`config.mk`:
```
export PLATFORM = sky130hd
export DESIGN_NAME = pwmb_top
export DESIGN_NICKNAME = d
export VERILOG_FILES = /design/src/rtl/pwmb_pkg.sv /design/src/rtl/pwmb_brkfilt.sv /design/src/rtl/pwmb_ctrl.sv /design/src/rtl/pwmb_datapath.sv /design/src/rtl/pwmb_top.sv
export SDC_FILE = /design/constraint.sdc
export NUM_CORES = 1
export LEC_CHECK = 0
export ABC_CLOCK_PERIOD_IN_PS = 9700
export BUFFER_PORTS_ARGS = -buffer_cell sky130_fd_sc_hd__buf_2
export CORE_ASPECT_RATIO = 0.5
export CORE_MARGIN = 10
export CORE_UTILIZATION = 30
export CTS_CLUSTER_DIAMETER = 100
export DETAILED_ROUTE_END_ITERATION = 6
export SLEW_MARGIN = 15
export SYNTH_ARGS = -nofsm -noshare
export SYNTH_HDL_FRONTEND = slang
export SYNTH_SLANG_ARGS = --single-unit
```
`constraint.sdc`:
```
create_clock -name clk -period 9.7 [get_ports clk]
set_clock_uncertainty 0.15 [all_clocks]
set_input_delay 0.97 -clock clk [delete_from_list [all_inputs] [get_ports clk]]
set_output_delay 0.97 -clock clk [all_outputs]
set_load 0.01 [all_outputs]
```
`src/rtl/pwmb_pkg.sv`:
```
package pwmb_pkg;
  localparam int unsigned ADDR_W = 4;
  localparam int unsigned CH_CFG_W = 4;
  localparam int unsigned BRK_SLOT = 8;

  localparam logic [ADDR_W-1:0] A_CTRL   = 4'd0;
  localparam logic [ADDR_W-1:0] A_UPDATE = 4'd1;
  localparam logic [ADDR_W-1:0] A_PRESC  = 4'd2;
  localparam logic [ADDR_W-1:0] A_PERIOD = 4'd3;
  localparam logic [ADDR_W-1:0] A_CHCFG  = 4'd4;
  localparam logic [ADDR_W-1:0] A_CMP0   = 4'd5;
  localparam logic [ADDR_W-1:0] A_BRKCFG = 4'd9;
  localparam logic [ADDR_W-1:0] A_COUNT  = 4'd10;

  localparam int unsigned CTL_RUN = 0;
  localparam int unsigned CTL_PRE = 1;
  localparam int unsigned CTL_AOE = 2;
  localparam int unsigned CTL_MOE = 3;

  localparam int unsigned CFG_EN   = 0;
  localparam int unsigned CFG_POL  = 1;
  localparam int unsigned CFG_NEN  = 2;
  localparam int unsigned CFG_NPOL = 3;

  typedef struct packed {
    logic swUpdate;
    logic cntRun;
    logic arPreload;
    logic outGate;
  } dpCtrlT;
endpackage

```
`src/rtl/pwmb_brkfilt.sv`:
```
module pwmb_brkfilt #(
  parameter int unsigned FLT_W = 4
) (
  input  logic             clk,
  input  logic             rstN,
  input  logic             en,
  input  logic             activeHigh,
  input  logic [FLT_W-1:0] filt,
  input  logic             rawIn,
  output logic             hit
);
  localparam int unsigned RUN_W = FLT_W + 1;

  logic [RUN_W-1:0] runLen;
  logic             lvlActive;

  assign lvlActive = (rawIn == activeHigh);

  always_ff @(posedge clk or negedge rstN) begin
    if (!rstN) begin
      runLen <= '0;
      hit    <= 1'b0;
    end else if (en && lvlActive) begin
      if (runLen <= RUN_W'(filt)) runLen <= runLen + RUN_W'(1);
      hit <= (runLen >= RUN_W'(filt));
    end else begin
      runLen <= '0;
      hit    <= 1'b0;
    end
  end

  AST_FILTER_LEVEL: assert property (@(posedge clk) disable iff (!rstN)
    $rose(hit) |-> ($past(en) && $past(rawIn == activeHigh)));
endmodule

```
`src/rtl/pwmb_ctrl.sv`:
```
module pwmb_ctrl
  import pwmb_pkg::*;
#(
  parameter int unsigned NUM_CH  = 4,
  parameter int unsigned NUM_BRK = 2,
  parameter int unsigned CNT_W   = 16,
  parameter int unsigned PSC_W   = 16,
  parameter int unsigned FLT_W   = 4,
  parameter int unsigned DATA_W  = 16
) (
  input  logic                         clk,
  input  logic                         rstN,
  input  logic                         wrEn,
  input  logic [ADDR_W-1:0]            wrAddr,
  input  logic [DATA_W-1:0]            wrData,
  input  logic [ADDR_W-1:0]            rdAddr,
  output logic [DATA_W-1:0]            rdData,
  input  logic [NUM_BRK-1:0]           brkIn,
  input  logic                         updateEvt,
  input  logic [CNT_W-1:0]             countVal,
  output dpCtrlT                       dpCtrl,
  output logic [PSC_W-1:0]             pscVal,
  output logic [CNT_W-1:0]             periodVal,
  output logic [NUM_CH*CNT_W-1:0]      cmpFlat,
  output logic [NUM_CH*CH_CFG_W-1:0]   chCfg,
  output logic                         breakAny
);
  localparam int unsigned CFG_BITS = NUM_CH * CH_CFG_W;

  logic                cntRunR, preloadR, aoeR, moeR;
  logic [PSC_W-1:0]    pscR;
  logic [CNT_W-1:0]    periodR;
  logic [CNT_W-1:0]    cmpR [NUM_CH];
  logic [CFG_BITS-1:0] chCfgR;
  logic [NUM_BRK-1:0]  brkEnR, brkHighR, brkHit;
  logic [FLT_W-1:0]    brkFiltR [NUM_BRK];
  logic [DATA_W-1:0]   brkRead;
  logic                anyChEn, ctrlWr;

  assign ctrlWr = wrEn && (wrAddr == A_CTRL);

  always_comb begin
    anyChEn = 1'b0;
    for (int k = 0; k < NUM_CH; k++) anyChEn |= chCfgR[k*CH_CFG_W + CFG_EN];
  end

  // configuration registers
  always_ff @(posedge clk or negedge rstN) begin
    if (!rstN) begin
      cntRunR  <= 1'b0;
      preloadR <= 1'b0;
      aoeR     <= 1'b0;
      pscR     <= '0;
      periodR  <= '1;
      chCfgR   <= '0;
      brkEnR   <= '0;
      brkHighR <= '0;
      for (int k = 0; k < NUM_CH; k++) cmpR[k] <= '0;
      for (int b = 0; b < NUM_BRK; b++) brkFiltR[b] <= '0;
    end else if (wrEn) begin
      case (wrAddr)
        A_CTRL: begin
          cntRunR  <= wrData[CTL_RUN] | (cntRunR & anyChEn);
          preloadR <= wrData[CTL_PRE];
          aoeR     <= wrData[CTL_AOE];
        end
        A_PRESC:  pscR    <= wrData[PSC_W-1:0];
        A_PERIOD: periodR <= wrData[CNT_W-1:0];
        A_CHCFG:  chCfgR  <= wrData[CFG_BITS-1:0];
        A_BRKCFG: begin
          for (int b = 0; b < NUM_BRK; b++) begin
            brkEnR[b]   <= wrData[b*BRK_SLOT];
            brkHighR[b] <= wrData[b*BRK_SLOT + 1];
            brkFiltR[b] <= wrData[b*BRK_SLOT + 2 +: FLT_W];
          end
        end
        default: ;
      endcase
      for (int k = 0; k < NUM_CH; k++)
        if (wrAddr == ADDR_W'(int'(A_CMP0) + k)) cmpR[k] <= wrData[CNT_W-1:0];
    end
  end

  // main output enable
  always_ff @(posedge clk or negedge rstN) begin
    if (!rstN)                 moeR <= 1'b0;
    else if (breakAny)         moeR <= 1'b0;
    else if (ctrlWr)           moeR <= wrData[CTL_MOE];
    else if (aoeR && updateEvt) moeR <= 1'b1;
  end

  // break qualification
  for (genvar b = 0; b < NUM_BRK; b++) begin : gBrk
    pwmb_brkfilt #(.FLT_W(FLT_W)) uFilt (
      .clk       (clk),
      .rstN      (rstN),
      .en        (brkEnR[b]),
      .activeHigh(brkHighR[b]),
      .filt      (brkFiltR[b]),
      .rawIn     (brkIn[b]),
      .hit       (brkHit[b])
    );
  end
  assign breakAny = |brkHit;

  // strobes and values toward the datapath
  assign dpCtrl.swUpdate  = wrEn && (wrAddr == A_UPDATE) && wrData[0];
  assign dpCtrl.cntRun    = cntRunR;
  assign dpCtrl.arPreload = preloadR;
  assign dpCtrl.outGate   = moeR & ~breakAny;
  assign pscVal    = pscR;
  assign periodVal = periodR;
  assign chCfg     = chCfgR;
  for (genvar k = 0; k < NUM_CH; k++) begin : gCmp
    assign cmpFlat[k*CNT_W +: CNT_W] = cmpR[k];
  end

  // readback
  always_comb begin
    brkRead = '0;
    for (int b = 0; b < NUM_BRK; b++)
      brkRead[b*BRK_SLOT +: BRK_SLOT] = BRK_SLOT'({brkFiltR[b], brkHighR[b], brkEnR[b]});
  end

  always_comb begin
    rdData = '0;
    case (rdAddr)
      A_CTRL:   rdData[3:0]          = {moeR, aoeR, preloadR, cntRunR};
      A_PRESC:  rdData[PSC_W-1:0]    = pscR;
      A_PERIOD: rdData[CNT_W-1:0]    = periodR;
      A_CHCFG:  rdData[CFG_BITS-1:0] = chCfgR;
      A_BRKCFG: rdData               = brkRead;
      A_COUNT:  rdData[CNT_W-1:0]    = countVal;
      default: ;
    endcase
    for (int k = 0; k < NUM_CH; k++)
      if (rdAddr == ADDR_W'(int'(A_CMP0) + k)) rdData[CNT_W-1:0] = cmpR[k];
  end

  AST_RUN_HOLD: assert property (@(posedge clk) disable iff (!rstN)
    $fell(cntRunR) |-> $past(!anyChEn));
  AST_MOE_BREAK: assert property (@(posedge clk) disable iff (!rstN)
    breakAny |=> !moeR);
  AST_MOE_RISE: assert property (@(posedge clk) disable iff (!rstN)
    $rose(moeR) |-> $past((ctrlWr && wrData[CTL_MOE]) || (aoeR && updateEvt)));
endmodule

```
`src/rtl/pwmb_datapath.sv`:
```
module pwmb_datapath
  import pwmb_pkg::*;
#(
  parameter int unsigned NUM_CH = 4,
  parameter int unsigned CNT_W  = 16,
  parameter int unsigned PSC_W  = 16
) (
  input  logic                       clk,
  input  logic                       rstN,
  input  dpCtrlT                     dpCtrl,
  input  logic [PSC_W-1:0]           pscVal,
  input  logic [CNT_W-1:0]           periodVal,
  input  logic [NUM_CH*CNT_W-1:0]    cmpFlat,
  input  logic [NUM_CH*CH_CFG_W-1:0] chCfg,
  output logic [NUM_CH-1:0]          pwmOut,
  output logic [NUM_CH-1:0]          pwmOutN,
  output logic [CNT_W-1:0]           countVal,
  output logic                       updateEvt
);
  logic [PSC_W-1:0] pscShadow, pscCnt;
  logic [CNT_W-1:0] perShadow, cnt, periodEff;
  logic [CNT_W-1:0] cmpShadow [NUM_CH];
  logic             tick, wrapEvt;

  assign periodEff = dpCtrl.arPreload ? perShadow : periodVal;
  assign tick      = dpCtrl.cntRun && (pscCnt >= pscShadow);
  assign wrapEvt   = tick && (cnt >= periodEff);
  assign updateEvt = wrapEvt | dpCtrl.swUpdate;
  assign countVal  = cnt;

  // prescaler and counter
  always_ff @(posedge clk or negedge rstN) begin
    if (!rstN) begin
      pscCnt <= '0;
      cnt    <= '0;
    end else if (dpCtrl.swUpdate) begin
      pscCnt <= '0;
      cnt    <= '0;
    end else if (dpCtrl.cntRun) begin
      if (tick) begin
        pscCnt <= '0;
        cnt    <= wrapEvt ? '0 : cnt + CNT_W'(1);
      end else begin
        pscCnt <= pscCnt + PSC_W'(1);
      end
    end
  end

  // shadow registers, loaded on every update event
  always_ff @(posedge clk or negedge rstN) begin
    if (!rstN) begin
      pscShadow <= '0;
      perShadow <= '1;
      for (int k = 0; k < NUM_CH; k++) cmpShadow[k] <= '0;
    end else if (updateEvt) begin
      pscShadow <= pscVal;
      perShadow <= periodVal;
      for (int k = 0; k < NUM_CH; k++) cmpShadow[k] <= cmpFlat[k*CNT_W +: CNT_W];
    end
  end

  // per-channel output stage
  for (genvar k = 0; k < NUM_CH; k++) begin : gCh
    logic refAct;
    assign refAct = cnt < cmpShadow[k];
    assign pwmOut[k]  = (dpCtrl.outGate & chCfg[k*CH_CFG_W + CFG_EN] & refAct)
                        ^ chCfg[k*CH_CFG_W + CFG_POL];
    assign pwmOutN[k] = (dpCtrl.outGate & chCfg[k*CH_CFG_W + CFG_NEN] & ~refAct)
                        ^ chCfg[k*CH_CFG_W + CFG_NPOL];
  end

  AST_CNT_STEP: assert property (@(posedge clk) disable iff (!rstN)
    (cnt != $past(cnt)) |-> ((cnt == $past(cnt) + CNT_W'(1)) || (cnt == '0)));
  AST_CNT_HOLD: assert property (@(posedge clk) disable iff (!rstN)
    (!dpCtrl.cntRun && !dpCtrl.swUpdate) |=> $stable(cnt));
endmodule

```
`src/rtl/pwmb_top.sv`:
```
module pwmb_top
  import pwmb_pkg::*;
#(
  parameter int unsigned NUM_CH  = 4,
  parameter int unsigned NUM_BRK = 2,
  parameter int unsigned CNT_W   = 16,
  parameter int unsigned PSC_W   = 16,
  parameter int unsigned FLT_W   = 4,
  parameter int unsigned DATA_W  = 16
) (
  input  logic                clk,
  input  logic                rstN,
  input  logic                wrEn,
  input  logic [3:0]          wrAddr,
  input  logic [DATA_W-1:0]   wrData,
  input  logic [3:0]          rdAddr,
  output logic [DATA_W-1:0]   rdData,
  input  logic [NUM_BRK-1:0]  brkIn,
  output logic [NUM_CH-1:0]   pwmOut,
  output logic [NUM_CH-1:0]   pwmOutN
);
  dpCtrlT                     dpCtrl;
  logic [PSC_W-1:0]           pscVal;
  logic [CNT_W-1:0]           periodVal, countVal;
  logic [NUM_CH*CNT_W-1:0]    cmpFlat;
  logic [NUM_CH*CH_CFG_W-1:0] chCfg;
  logic                       updateEvt, breakAny;
  logic [NUM_CH-1:0]          polVec, nPolVec;

  pwmb_ctrl #(
    .NUM_CH(NUM_CH), .NUM_BRK(NUM_BRK), .CNT_W(CNT_W),
    .PSC_W(PSC_W), .FLT_W(FLT_W), .DATA_W(DATA_W)
  ) uCtrl (
    .clk(clk), .rstN(rstN), .wrEn(wrEn), .wrAddr(wrAddr), .wrData(wrData),
    .rdAddr(rdAddr), .rdData(rdData), .brkIn(brkIn), .updateEvt(updateEvt),
    .countVal(countVal), .dpCtrl(dpCtrl), .pscVal(pscVal), .periodVal(periodVal),
    .cmpFlat(cmpFlat), .chCfg(chCfg), .breakAny(breakAny)
  );

  pwmb_datapath #(.NUM_CH(NUM_CH), .CNT_W(CNT_W), .PSC_W(PSC_W)) uDp (
    .clk(clk), .rstN(rstN), .dpCtrl(dpCtrl), .pscVal(pscVal), .periodVal(periodVal),
    .cmpFlat(cmpFlat), .chCfg(chCfg), .pwmOut(pwmOut), .pwmOutN(pwmOutN),
    .countVal(countVal), .updateEvt(updateEvt)
  );

  always_comb begin
    for (int k = 0; k < NUM_CH; k++) begin
      polVec[k]  = chCfg[k*CH_CFG_W + CFG_POL];
      nPolVec[k] = chCfg[k*CH_CFG_W + CFG_NPOL];
    end
  end

  AST_BREAK_FORCE: assert property (@(posedge clk) disable iff (!rstN)
    breakAny |-> (pwmOut == polVec && pwmOutN == nPolVec));
endmodule

```
==> impl_results.md, run 1 <==
- Status: finished, final reports clean
- # DRC: 0
- Slew HR: 25.4%
- Reg2Reg Depth: 9
- Clk pin slew, worst setup/hold paths: 60 ps
- Cells resized by post-CTS repair: 0
- CP Launch Type: flip-flop
- Max stage delay on crit path: 950 ps
- FFs w/ async S/R, synth: 100%
- Worst-Margin Slew: 1120 ps
- First-pass GRT wire length: 63100 um
- Routed len/inst: 20.1 um
- Largest net degree at the start of global routing: 134
- Avg Inst Size Synth: 11.3 sq um
- Critical setup path kind: reg -> reg
- Register area share after synthesis: 45.7%
- Worst reg2reg endpoint: uDp.cmpShadow[34]$_DFFE_PN0P_
- RSZ-0062 raised after global routing: no
- Crit end category: flip-flop
- Hold Path Origin: uDp.cmpShadow[43]$_DFFE_PN0P_
- Count of warnings emitted by yosys: 0
- Crit-path max FO: 57
- Ant diodes: 0
- Die Y: 177 um
- Peak supply drop: 0.131 mV
- Synth cell types: 68
- CP Buf/Inv Count: 1
- Final Hold Vio Count: 0
- H-tree level count: 1
- Die area: 0.0590 sq mm
- ANT nets after route: 0
- Slew Limit Fails: 0
- Fin Setup TNS: 0 ps
- CTS Buf Count: 29
- CP cell instances: mux2_2 -> ha_1 -> nand2b_1 -> a2111oi_0 -> o32a_1 -> nand2_2 -> nand3_4 -> buf_4 -> mux2_2
- Detailed-placement wirelength estimate: 28600 um
- Power per cell area: 244 mW/mm^2
- Post-Syn Area: 0.0148 sq mm
- Vias per inst: 5.09
- Root buf cell: clkbuf_16
- Post-route worst setup slack: 4600 ps
- Vias in the first global route: 10300
- Area grow syn2layout: 13.2%
- Post-CTS Setup Bufs: 0
- Via count: 10300
- Final weighted congestion in routability-driven placement: 0.842
- Multi-input logic area: 0.00744 sq mm
- Max-cap violations: 0
- WL final: 40600 um
- FF-to-FF Start: uCtrl.preloadR$_DFFE_PN0P_
- Flop2flop setup slack: 4600 ps
- Leakage: 0.00760 uW
- Io pins: 53
- Synthesized net count: 1440
- CP arrival: 5410 ps
- Core area: 0.0486 sq mm
- Num Clock Sinks: 268
- Synth Flop Type: dfrtp_1
- Initial antenna violation count: 1
- Hold WC Path Type: reg -> reg
- Seq. cell area: 0.00675 sq mm
- Clock Latency Late Sink: 580 ps
- Fillers: 4806
- DP Worst Slack: 4630 ps
- Tcrit/Tclk final: 52.6%
- Cell count after synthesis: 1307
- Slowest stage cell, crit path: dfrtp_1
- Final setup fails: 0
- CTS tree: built
- Fmax: 196 MHz
- I/O Buffers: 52
- Clock Path Buffers: 3
- Most common cell type on the critical path: mux2_2
- DR iter-0 viols: 679
- Tmin final: 5100 ps
- Layout cell share with drive strength beyond 1: 28.0%
- Worst Hold Path EP: uDp.cmpShadow[43]$_DFFE_PN0P_
- Total Power: 4070 uW
- CP delay by family, top: simple AND/OR/NAND/NOR gates
- Required time of the critical path: 10010 ps
- Die W: 334 um
- # hold bufs at CTS: 0
- Grt ovf: 0
- Final #Nets: 1482
- Pre-Repair DR Iteration Count: 5
- EDFF count, synth: 0
- Gr usage total: 13.5%
- Seq cells post-synth: 268
- Starting density of the core: 30.4%
- Rows: 57
- WHS Path Cells: 1
==> through the flow <==
stage	cells	cell area [sq um]	hold WS, ps	util, %
2_1_floorplan	1307	14800	329	-
3_3_place_gp	1967	15700	340	32.4
3_5_place_dp	1967	15700	342	32.4
4_1_cts	2021	16700	356	34.4
5_1_grt	2021	16700	366	34.4
6_report	2021	16700	353	34.4
==> sequential cells by signal, summed over array words and instances, names as in the netlist <==
name                     cells
uCtrl.periodVal             16
uCtrl.brkFiltR               8
uDp.pscCnt                  16
uCtrl.brkEnR                 2
uCtrl.gBrk.uFilt.runLen     10
uCtrl.gBrk.uFilt.hit         2
uCtrl.brkHighR               2
uDp.countVal                16
uCtrl.moeR                   1
uDp.perShadow               16
uCtrl.cmpFlat               64
uCtrl.preloadR               1
uCtrl.aoeR                   1
uCtrl.chCfg                 16
uDp.pscShadow               16
uDp.cmpShadow               64
uCtrl.cntRunR                1
uCtrl.pscVal                16
==> layout make-up <==
type	count	share of cell area, %
multi-input cells	890	44.5
flip-flops and latches	268	40.3
clock buffers	39	5.18
well taps	649	4.86
repair buffers	64	2.16
inverters	96	2.16
clock inverters	15	0.801
==> cells by family (layout without fill, tap and decap cells) <==
group	Yosys count	after routing	synth area share, %
simple gates	272	272	9.25
flops	268	268	45.7
mux	257	257	20.1
compound gates	231	231	10.6
buf+inv	149	214	4.04
fa+ha+maj	104	104	8.81
xor+xnor	26	26	1.54
==> power breakdown <==
group          switching, uW  internal, uW  total [uW]
registers                271          1470        1740
logic                    584           594        1180
clock network            482           678        1160
==> metal layers <==
layer	global-route usage (%)	vias to the layer above	share of wire, %
li1	-	4845	-
met2	22.4	208	47
met3	2.05	50	4.5
met1	18.4	5187	47
met5	0	-	0
met4	3.15	0	2.0
==> cells in the mapped netlist, drive strengths merged (31+ instances only) <==
cell type	instances	area, sq um
a21oi	41	205
clkbuf	38	143
dfrtp	236	5910
dfstp	32	841
ha	104	1300
inv	96	360
mux2	226	2650
mux2i	31	310
nand2	67	254
nor2	70	263
o21ai	47	235
==> worst max path at each step <==
stage,to,cells after the start,slack (ps),start
2_1_floorplan,uDp.cmpShadow[0]$_DFFE_PN0P_,12,5980,uCtrl.preloadR$_DFFE_PN0P_
3_3_place_gp,uDp.cmpShadow[42]$_DFFE_PN0P_,9,4690,uCtrl.preloadR$_DFFE_PN0P_
3_5_place_dp,uDp.cmpShadow[39]$_DFFE_PN0P_,9,4630,uCtrl.preloadR$_DFFE_PN0P_
4_1_cts,uDp.cmpShadow[39]$_DFFE_PN0P_,9,4620,uCtrl.preloadR$_DFFE_PN0P_
5_1_grt,uDp.cmpShadow[49]$_DFFE_PN0P_,9,4370,uCtrl.preloadR$_DFFE_PN0P_
6_report,uDp.cmpShadow[34]$_DFFE_PN0P_,9,4600,uCtrl.preloadR$_DFFE_PN0P_
==> cell usage in the layout, fill, tap and decap left out, drive strengths merged, types with 9 or more instances in the layout <==
cell type,n
xnor2,12
a22o,13
o22ai,13
clkbuf,39
o21ai,47
xor2,14
inv,97
buf,64
or3,9
nor3,14
nand4,20
clkinv,10
a31oi,14
dfrtp,236
o21a,10
nand2b,19
a21o,15
a22oi,12
nand3,20
nand2,67
nor2,70
a21oi,41
ha,104
nor4,13
o211ai,15
mux2i,31
dfstp,32
mux2,226
==> worst reg2reg max path: cells and delay by family (launching register included) <==
kind | cells | cell delay [ps]
AOI/OAI and AO/OA | 2 | 830
buffers and inverters | 1 | 840
DFF | 1 | 950
and+or+nand+nor | 3 | 1020
muxes | 2 | 930
adders and majority gates | 1 | 260
Power figures use the tool's default switching activity.
==> run 2: changes to the inputs <==
Settings changed: ABC_AREA from default to 1, ABC_CLOCK_PERIOD_IN_PS 9700 to 4300.
Clock period 9.7 ns to 4.3 ns, I/O delays scaled along.
==> run 2 against run 1 <==
The run now ends with DRC left. Global-route usage rose by 1.7 points. Via count is 19% higher. Clock power increased by 120%. Sequential share of layout area rose by 0.15 points. Final cell count grew 25%. Cell area fell by 0.37%. Worst setup slack got worse by 4000 ps. Critical path depth grew 1. Core utilization increased by 0.74 points. Critical endpoint is now uDp.pscShadow[8]$_DFFE_PN0P_.
==> impl_results.md, run 2 <==
- Peak supply drop: 0.382 mV (+190%)
- FFs w/ async S/R, synth: 100% (unchanged)
- Yosys top cell by area: dfrtp_1
- CP Launch Type: flip-flop
- Top cells by area, synth: dfrtp_1 41%, nand2_1 12%, ha_1 8.9%
- Grt ovf: 0 (unchanged)
- CP delay by family, top: simple AND/OR/NAND/NOR gates
- Clock Latency Late Sink: 570 ps (about the same)
- Root buf cell: clkbuf_16
- First-pass GRT wire length: 69800 um (+11%)
- Slew Limit Fails: 0 (unchanged)
- Seq cells post-synth: 268 (unchanged)
- Gr usage total: 15.2% (+1.7 points)
- Initial antenna violation count: 0 (-1)
- Post-Syn Area: 0.0146 sq mm (-1.4%)
- Area grow syn2layout: 14.4%
- WL final: 45300 um (+11%)
- Die area: 0.0583 sq mm (-1.3%)
- Crit-path max FO: 110 (+93%)
- CTS tree: built
- FF-to-FF Start: uCtrl.preloadR$_DFFE_PN0P_
- Origin of the worst setup path: uCtrl.preloadR$_DFFE_PN0P_
- RSZ-0062 raised after global routing: no
- Cell count after synthesis: 1805 (+38%)
- H-tree level count: 1 (unchanged)
- Final Hold Vio Count: 0 (unchanged)
- Power per cell area: 550 mW/mm^2 (+130%)
- Worst-Margin Slew: 959 ps (-161 ps)
- Synth cell count leaders: 474 x nand2_1, 236 x dfrtp_1, 233 x inv_1, 169 x o21ai_0, 110 x a21oi_1
- Flop2flop setup slack: 560 ps (-4040 ps)
- Worst reg2reg endpoint: uDp.pscShadow[8]$_DFFE_PN0P_
- Reg2Reg Depth: 10 (+1)
- Final setup fails: 0 (unchanged)
- Fmax: 267 MHz (+36%)
- Yosys top cell area share: 40.6% (+0.57 points)
- Crit end category: flip-flop
- Register area share after synthesis: 46.3% (+0.66 points)
- Via count: 12200 (+19%)
- Failing checks: DRC
- Synth Flop Type: dfrtp_1
- Ant diodes: 0 (unchanged)
- Finished Core Util: 35.2% (+0.74 points)
- Required time of the critical path: 4580 ps (-5430 ps)
- Core area: 0.0474 sq mm (-2.5%)
- EDFF count, synth: 0 (unchanged)
- Synth cell types: 43 (-37%)
- Total Power: 9160 uW (+120%)
- Max stage delay on crit path: 950 ps (about the same)
- Most frequent cells in the layout: 474 x nand2_1, 236 x dfrtp_1, 233 x inv_1
- CP arrival: 4020 ps (-1390 ps)
- Most frequent cell after synthesis: nand2_1
- Count of warnings emitted by yosys: 0 (unchanged)
- I/O Buffers: 52 (unchanged)
- Clock Path Buffers: 3 (unchanged)
- Worst Hold Path EP: uCtrl.gBrk[0].uFilt.hit$_DFF_PN0_
- Starting density of the core: 30.7% (+0.33 points)
- Critical setup path kind: reg -> reg
- DR iter-0 viols: 1070 (+58%)
- WHS Path Cells: 4 (+3)
- Hold WC Path Type: in -> reg
- Slew HR: 36.1% (+11 points)
- CP Buf/Inv Count: 1 (unchanged)
- Final weighted congestion in routability-driven placement: 0.934 (+11%)
- Slowest stage cell, crit path: dfrtp_1
- Leakage: 0.00800 uW (+5.3%)
- Avg Inst Size Synth: 8.06 sq um (-29%)
- Routed len/inst: 17.9 um (-11%)
- Synthesized net count: 1938 (+35%)
- Num Clock Sinks: 268 (unchanged)
- Io pins: 53 (unchanged)
- Layout cell share with drive strength beyond 1: 9.92% (-18 points)
- Fin Setup TNS: 0 ps (unchanged)
- CP cell instances: o21ai_0 -> ha_1 -> nand4_1 -> nor3_1 -> nand3_1 -> nand3_1 -> nand2_4 -> nand2_8 -> buf_4 -> o21ai_0
- Clk pin slew, worst setup/hold paths: 60 ps (about the same)
- Detailed-placement wirelength estimate: 32700 um (+14%)
- Die W: 332 um (-0.67%)
- Status: complete, but fails checks
- Die Y: 176 um (-0.63%)
- Rows: 56 (-1.8%)
- ANT nets after route: 0 (unchanged)
- Final #Nets: 1997 (+35%)
- Vias per inst: 4.85 (-4.7%)
- Tcrit/Tclk final: 87.0% (+34 points)
- Max-cap violations: 0 (unchanged)
- Tmin final: 3740 ps (-1360 ps)
- Commonest non-fill, non-tap cell in the layout: nand2_1
- Vias in the first global route: 11400 (+11%)
- # DRC: 1 (+1)
- Largest net degree at the start of global routing: 124 (-7.5%)
- CTS Buf Count: 29 (unchanged)
- Pre-Repair DR Iteration Count: 7 (+2)
- Hold Path Origin: brkIn[0]
- Fillers: 4932 (+2.6%)
## run 2: how the worst max path moves through the flow
stage	endpoint	slack [ps]	cells past startpoint
6_report	uDp.pscShadow[8]$_DFFE_PN0P_	560	10
5_1_grt	uDp.pscShadow[7]$_DFFE_PN0P_	280	11
4_1_cts	uDp.pscShadow[10]$_DFFE_PN0P_	640	10
3_5_place_dp	uDp.pscShadow[10]$_DFFE_PN0P_	650	10
3_3_place_gp	uDp.pscShadow[9]$_DFFE_PN0P_	770	10
2_1_floorplan	uDp.cmpShadow[16]$_DFFE_PN0P_	1890	17
## run 2: cells by family (layout without fill, tap and decap cells)
| group | after synthesis | count (layout) | share of synthesized area (%) |
|---|---|---|---|
| adders and majority gates | 104 | 104 | 8.94 |
| xor gates and xnor gates | 28 | 28 | 1.68 |
| AOI/OAI and AO/OA | 377 | 377 | 13.7 |
| DFF | 268 | 268 | 46.3 |
| buffers and inverters | 296 | 377 | 8.29 |
| and+or+nand+nor | 732 | 732 | 21.0 |
## run 2: report_power, final
part | leakage, uW | internal [uW] | switching (uW)
Combinational | 0.00419 | 942 | 1880
Clock | 0.000486 | 1520 | 1060
Sequential | 0.00333 | 3270 | 491
Total | 0.00800 | 5740 | 3420
## run 2: tightest hold or removal path, cell delays in order
cell and delay (ps):
buf_2 90, nand2_1 50, nand2_1 90, o31ai_1 80
## run 2: stage by stage
stage	area (sq um)	setup slack [ps]	std cells	hold slack [ps]
after detailed placement	15500	649	2455	323
final	16700	559	2524	64.4
after global placement	15500	772	2455	317
after floorplan	14600	1890	1805	-15.6
after CTS	16700	639	2524	44.7
after global routing	16700	276	2524	85.0
## run 2: routing by layer
| layer | vias up | GRT usage (%) | wire length [um] |
|---|---|---|---|
| met2 | 357 | 24.4 | 20200 |
| met1 | 5806 | 20.3 | 20600 |
| li1 | 6002 | - | - |
| met3 | 81 | 2.64 | 2780 |
| met4 | 0 | 5.14 | 1610 |
| met5 | - | 0 | 0 |
## run 2: area by class of cell
cell class                      instances  area, sq um  share of cell area [%]
Sequential cell                       268         6750                    40.5
Multi-Input combinational cell       1241         6640                    39.9
Inverter                              237          890                    5.34
Clock buffer                           41          831                    4.99
Tap cell                              638          798                    4.79
Timing Repair Buffer                   87          611                    3.67
Clock inverter                         12          143                   0.856
## run 2: timing repair
| action | 4_1_cts | 5_1_grt |
|---|---|---|
| hold buffers | 16 | 0 |
| hold endpoints to repair | 120 | 0 |
| buffers inserted | 0 | 0 |
| resized for setup | 0 | 0 |
